File: src/rtl/pmatch_pkg.sv
// Package: constants shared by the string matcher modules.
// Assumes no string is longer than 255 symbols (lengths are byte-wide).
package pmatch_pkg;
    // Longest piece a single AND tree covers
    localparam int SUB_MAX = 16;
    // Deepest delay a symbol line needs
    localparam int SYM_DLY = SUB_MAX - 1;
endpackage

File: src/rtl/sym_decoder.sv
// Module: sym_decoder
// Compares the incoming byte against each alphabet symbol once and gives one
// equality line per symbol. Assumes the alphabet holds distinct bytes,
// listed first-to-last from the most significant end.
module sym_decoder #(
    parameter int NUM_SYM = 20,
    parameter logic [NUM_SYM*8-1:0] ALPHABET = "ABCDEFGHIJKLMNOPQRST"
) (
    input  logic [7:0]         in_byte,
    output logic [NUM_SYM-1:0] dec
);
    for (genvar j = 0; j < NUM_SYM; j++) begin : g_sym
        // one comparator per distinct symbol
        assign dec[j] = (in_byte == ALPHABET[(NUM_SYM-1-j)*8 +: 8]);
    end
endmodule

File: src/rtl/sym_history.sv
// Module: sym_history
// Keeps the last DLY decoded lines of every symbol in 1-bit shift registers
// that advance only on accepted bytes. taps[j][k] is symbol j's line for the
// byte accepted k bytes before the current one; tap 0 is the current byte.
module sym_history #(
    parameter int NUM_SYM = 20,
    parameter int DLY     = 15
) (
    input  logic               clk,
    input  logic               rst_n,
    input  logic               in_valid,
    input  logic [NUM_SYM-1:0] dec,
    output logic [DLY:0]       taps [NUM_SYM]
);
    logic [DLY-1:0] hist [NUM_SYM];

    for (genvar j = 0; j < NUM_SYM; j++) begin : g_line
        // shift this symbol's line on each accepted byte, clear on reset
        always_ff @(posedge clk) begin
            if (!rst_n)
                hist[j] <= '0;
            else if (in_valid)
                hist[j] <= {hist[j][DLY-2:0], dec[j]};
        end

        // expose the current line plus its delayed copies
        assign taps[j] = {hist[j], dec[j]};


        hist_hold_chk: assert property (@(posedge clk) disable iff (!rst_n)
            !in_valid |=> $stable(hist[j]));
    end


    dec_onehot_chk: assert property (@(posedge clk) disable iff (!rst_n)
        in_valid |-> $onehot0(dec));
endmodule

File: src/rtl/chain_delay.sv
// Module: chain_delay
// Delays a piece's hit bit by DEPTH accepted bytes so that it meets the last
// symbol of the following piece. Advances only when en is high.
module chain_delay #(
    parameter int DEPTH = 4
) (
    input  logic clk,
    input  logic rst_n,
    input  logic en,
    input  logic d,
    output logic q
);
    logic [DEPTH-1:0] sr;

    if (DEPTH == 1) begin : g_one
        // single stage link
        always_ff @(posedge clk) begin
            if (!rst_n)  sr <= '0;
            else if (en) sr <= d;
        end
    end else begin : g_many
        // multi-stage link
        always_ff @(posedge clk) begin
            if (!rst_n)  sr <= '0;
            else if (en) sr <= {sr[DEPTH-2:0], d};
        end
    end

    assign q = sr[DEPTH-1];


    link_hold_chk: assert property (@(posedge clk) disable iff (!rst_n)
        !en |=> $stable(q));

    link_rise_chk: assert property (@(posedge clk) disable iff (!rst_n)
        $rose(q) |-> $past(en));
endmodule

File: src/rtl/pmatch_top.sv
// Module: pmatch_top
// Multi-string matcher for a byte stream, one byte per cycle. Strings,
// lengths and alphabet are build-time parameters. String p occupies bytes
// p*MAX_LEN .. p*MAX_LEN+MAX_LEN-1 of PATTERNS counted from the most
// significant end, first symbol first. Assumes every string symbol is in
// ALPHABET, each length is in 1..MAX_LEN, and the alphabet has no repeats.
// match_o[p] is registered: it rises the cycle after the completing byte.
module pmatch_top
    import pmatch_pkg::*;
#(
    parameter int NUM_PAT = 4,
    parameter int MAX_LEN = 20,
    parameter int NUM_SYM = 20,
    parameter logic [NUM_PAT*MAX_LEN*8-1:0] PATTERNS =
        {"ABCA", 128'h0, "ABAB", 128'h0, "AAA", 136'h0,
         "ABCDEFGHIJKLMNOPQRST"},
    parameter logic [NUM_PAT*8-1:0] PAT_LENS = {8'd4, 8'd4, 8'd3, 8'd20},
    parameter logic [NUM_SYM*8-1:0] ALPHABET = "ABCDEFGHIJKLMNOPQRST"
) (
    input  logic               clk,
    input  logic               rst_n,
    input  logic               in_valid,
    input  logic [7:0]         in_byte,
    output logic [NUM_PAT-1:0] match_o
);
    localparam int CW = $clog2(MAX_LEN + 1);

    // symbol i of string p
    function automatic logic [7:0] pat_char(int p, int i);
        return PATTERNS[(NUM_PAT*MAX_LEN-1-(p*MAX_LEN+i))*8 +: 8];
    endfunction

    // length of string p
    function automatic int pat_len(int p);
        return int'(PAT_LENS[(NUM_PAT-1-p)*8 +: 8]);
    endfunction

    // alphabet index of a byte, -1 when absent
    function automatic int sym_of(logic [7:0] c);
        int r;
        r = -1;
        for (int j = 0; j < NUM_SYM; j++)
            if (r < 0 && ALPHABET[(NUM_SYM-1-j)*8 +: 8] == c) r = j;
        return r;
    endfunction

    logic [NUM_SYM-1:0] dec;
    logic [SYM_DLY:0]   taps [NUM_SYM];
    logic [NUM_PAT-1:0] hit;

    sym_decoder #(.NUM_SYM(NUM_SYM), .ALPHABET(ALPHABET)) u_dec (
        .in_byte (in_byte),
        .dec     (dec)
    );

    sym_history #(.NUM_SYM(NUM_SYM), .DLY(SYM_DLY)) u_hist (
        .clk      (clk),
        .rst_n    (rst_n),
        .in_valid (in_valid),
        .dec      (dec),
        .taps     (taps)
    );

    for (genvar p = 0; p < NUM_PAT; p++) begin : g_pat
        localparam int LEN  = pat_len(p);
        localparam int NSUB = (LEN + SUB_MAX - 1) / SUB_MAX;

        logic [NSUB-1:0] sub_hit;
        logic [NSUB-1:0] link_q;

        assign link_q[0] = 1'b1;

        for (genvar s = 0; s < NSUB; s++) begin : g_sub
            localparam int BASE = s * SUB_MAX;
            localparam int SLEN = (LEN - BASE < SUB_MAX) ? LEN - BASE : SUB_MAX;

            logic [SLEN-1:0] terms;

            for (genvar j = 0; j < SLEN; j++) begin : g_chr
                localparam int SYM = sym_of(pat_char(p, BASE + j));
                localparam int D   = SLEN - 1 - j;
                if (SYM >= 0) begin : g_ok
                    // pick this symbol's line delayed to align with the piece end
                    assign terms[j] = taps[SYM][D];
                end else begin : g_none
                    // symbol outside the alphabet can never be seen
                    assign terms[j] = 1'b0;
                end
            end

            // AND tree of the piece, gated by the previous piece's delayed hit
            assign sub_hit[s] = (&terms) & link_q[s];

            if (s < NSUB - 1) begin : g_link
                localparam int NLEN = (LEN - BASE - SUB_MAX < SUB_MAX) ?
                                      LEN - BASE - SUB_MAX : SUB_MAX;
                chain_delay #(.DEPTH(NLEN)) u_link (
                    .clk   (clk),
                    .rst_n (rst_n),
                    .en    (in_valid),
                    .d     (sub_hit[s]),
                    .q     (link_q[s+1])
                );
            end
        end

        assign hit[p] = sub_hit[NSUB-1];
    end

    // register the flags, forcing zero on stalled cycles
    always_ff @(posedge clk) begin
        if (!rst_n)
            match_o <= '0;
        else
            match_o <= in_valid ? hit : '0;
    end

    // ---------------- checks ----------------
    logic [CW-1:0] acc_cnt;

    // accepted bytes since reset, saturating (used by the checks only)
    always_ff @(posedge clk) begin
        if (!rst_n)
            acc_cnt <= '0;
        else if (in_valid && acc_cnt != CW'(MAX_LEN))
            acc_cnt <= acc_cnt + 1'b1;
    end


    stall_zero_chk: assert property (@(posedge clk) disable iff (!rst_n)
        !in_valid |=> (match_o == '0));

    for (genvar p = 0; p < NUM_PAT; p++) begin : g_chk
        localparam int LEN = pat_len(p);
        localparam logic [7:0] LAST = pat_char(p, LEN - 1);

        last_char_chk: assert property (@(posedge clk) disable iff (!rst_n)
            match_o[p] |-> ($past(in_valid) && $past(in_byte) == LAST));

        enough_bytes_chk: assert property (@(posedge clk) disable iff (!rst_n)
            match_o[p] |-> (int'(acc_cnt) >= LEN));
    end
endmodule

File: config.mk
export PLATFORM = sky130hd
export DESIGN_NAME = pmatch_top
export DESIGN_NICKNAME = d
export VERILOG_FILES = /design/src/rtl/pmatch_pkg.sv /design/src/rtl/sym_decoder.sv /design/src/rtl/sym_history.sv /design/src/rtl/chain_delay.sv /design/src/rtl/pmatch_top.sv
export SDC_FILE = /design/constraint.sdc
export NUM_CORES = 1
export LEC_CHECK = 0
export CAP_MARGIN = 15
export CORE_MARGIN = 2
export CORE_UTILIZATION = 55
export CTS_CLUSTER_SIZE = 16
export DETAILED_ROUTE_END_ITERATION = 10
export GPL_TIMING_DRIVEN = 0
export PLACE_DENSITY = 0.71
export SYNTH_ARGS = -nofsm -noshare
export SYNTH_HDL_FRONTEND = slang
export SYNTH_HIERARCHICAL = 1
export SYNTH_SLANG_ARGS = --single-unit
File: constraint.sdc
create_clock -name clk -period 15.6 [get_ports clk]
set_input_delay 1.56 -clock clk [delete_from_list [all_inputs] [get_ports clk]]
set_output_delay 1.56 -clock clk [all_outputs]
set_load 0.05 [all_outputs]
==> results.md <==
* Count of final setup violators at 0
* HP Class: register to register
* Met2 Usage GRT at 25.5%
* Longest Clk Path Bufs at 2
* CP Cell Sequence: clkdlybuf4s50_1 > buf_2 > nand2b_4 > buf_16
* Routed WL at 8860 um
* Post-Syn Nets at 387
* Via density per instance at 5.34
* Global Route Usage Sum at 17.4%
* Placed inst area at 0.00599 mm2
* Via count at 2971
* Post CTS Setup Buffer Count at 0
* Pwr dens at 130 mW/mm2
* Post-Route Utilization at 66.6%
* Pins Over Slew Limit at 0
* Post-DP HPWL at 5370 um
* Crit. End Element: register
* Netlist Area Pre-Place at 0.00565 mm2
* Most frequent cells in the layout: 128 x and3_1, 126 x edfxtp_1, 27 x buf_2
* WS Path Type: input port to register
* Commonest non-fill, non-tap cell in the layout: and3_1
* Fin crit share at 22.0%
* Largest net degree at the start of global routing at 66
* CP Data Arrival Time at 3.62 ns
* CTS tree: done
* Critical Path Start Type: input port
* Antenna violations before repair at 0
* Area growth syn-to-layout at 16.4%
* Die W at 105 um
* Kind of cell adding the most delay to the critical path: buffers and inverters
* CTS clk-pin slew, worst paths at 0.06 ns
* Router iterations before antenna repair at 4
* Max-slew headroom at 40.7%
* Die height at 105 um
* Via count of the first global-routing pass at 2961
* Clock Tree Root: clkbuf_8
* CP required at 15.79 ns
* Core footprint at 0.00986 mm2
* Slowest stage delay, CP at 0.73 ns
* Htree depth at 4
* # hold bufs at CTS at 0
* Fill count at 658
* Met3 Use GR at 6.37%
* Synth Warn # at 6
* Crit-path max FO at 65
* GR peak layer: met2
* Leakage at 2.96 nW
* Die Area at 0.0111 mm2
* Row Count at 36
* Status: finished, final reports clean
* Initial Util at 57.2%
* Routability cong. at 0.759
* Clock skew at 0.00895 ns
* Worst-margin pin slew at 0.889 ns
* CP max stage cell: nand2b_4
* GR Layer Usage met1 at 24.0%
* Worst vdd ir at 0.000108 V
* PostCTS Resize Cnt at 0
* I/O pin count at 15
* Fraction of layout instances using a drive strength above 1 at 23.4%
* Later-pin clock latency in the skew report at 0.52 ns
* Port Buffers at 14
* Antenna-violating nets left at 0
* Post-route cell area at 0.00657 mm2
* RSZ-0062 raised after global routing: no
* Clock buffer count from CTS at 17
* Drt drc at 0
* Synthesized area per cell at 15.0 um2
* Mapped Cells at 376
* WP buf/inv at 3
* Grt ovf at 0
* Initial DRC count at 192
* Crit path time final at 3.43 ns
* Clock Sinks at 134
* Max Clk Rate at 291 MHz
* Setup TNS at 0 ns
* First-pass GRT wire length at 14600 um
* Fin nets at 421
* Routed WL per cell at 15.9 um
* Hold Vio Cnt, Final at 0
* Max-cap check violation count at 0
* Ant. Diodes at 0
## final timing paths
kind	slack [ns]	to	from	cells after the start
min reg2reg	0.45	match_o[3]$_SDFF_PN0_	g_pat[3].g_sub[0].g_link.u_link/sr[3]$_SDFFE_PN0P_	2
max reg2reg	14.43	g_pat[3].g_sub[0].g_link.u_link/sr[0]$_SDFFE_PN0P_	u_hist/hist[1][13]$_SDFFCE_PN0P_	4
max	12.17	u_hist/hist[0][5]$_SDFFCE_PN0P_	in_valid	4
min	0.45	match_o[3]$_SDFF_PN0_	g_pat[3].g_sub[0].g_link.u_link/sr[3]$_SDFFE_PN0P_	2
## cell type report
| class | count | area (um2) | area share [%] |
|---|---|---|---|
| timing repair buffer | 15 | 168 | 2.55 |
| clock buffer | 18 | 418 | 6.36 |
| buffer | 64 | 534 | 8.13 |
| sequential | 134 | 3940 | 60.0 |
| multi-input combinational | 178 | 1180 | 17.9 |
| clock inverter | 14 | 164 | 2.49 |
| tap | 133 | 166 | 2.53 |
## worst min-delay path: stages (launching register included)
cell and delay (ns):
dfxtp_1 0.31, nand2_1 0.06, nor3_1 0.04
## layer usage
layer / up-vias / share of wire, %
met2: 63 / 45
met1: 1441 / 50
met3: 6 / 4.4
li1: 1461 / -
met5: - / 0
met4: 0 / 0.81
## through the flow
stage                     total power, mW  setup slack [ns]  hold slack (ns)  instances
after floorplan                     0.454             10.31            0.427        376
final                               0.852             12.17            0.455        556
after global placement              0.466              8.43            0.451        523
after global routing                0.881             11.98            0.480        556
after detailed placement            0.466             11.57            0.446        524
after CTS                           0.862             12.13            0.466        556
## state kept, by name (all words and copies together) (netlist names)
name and count:
u_hist/hist 126, g_pat.g_sub.g_link.u_link/sr 4, match_o 4
## power by group
| group | internal, mW | switching, mW |
|---|---|---|
| registers | 0.414 | 0.00535 |
| clock network | 0.255 | 0.138 |
| logic | 0.0180 | 0.0219 |
(Power assumes the default switching activity.)
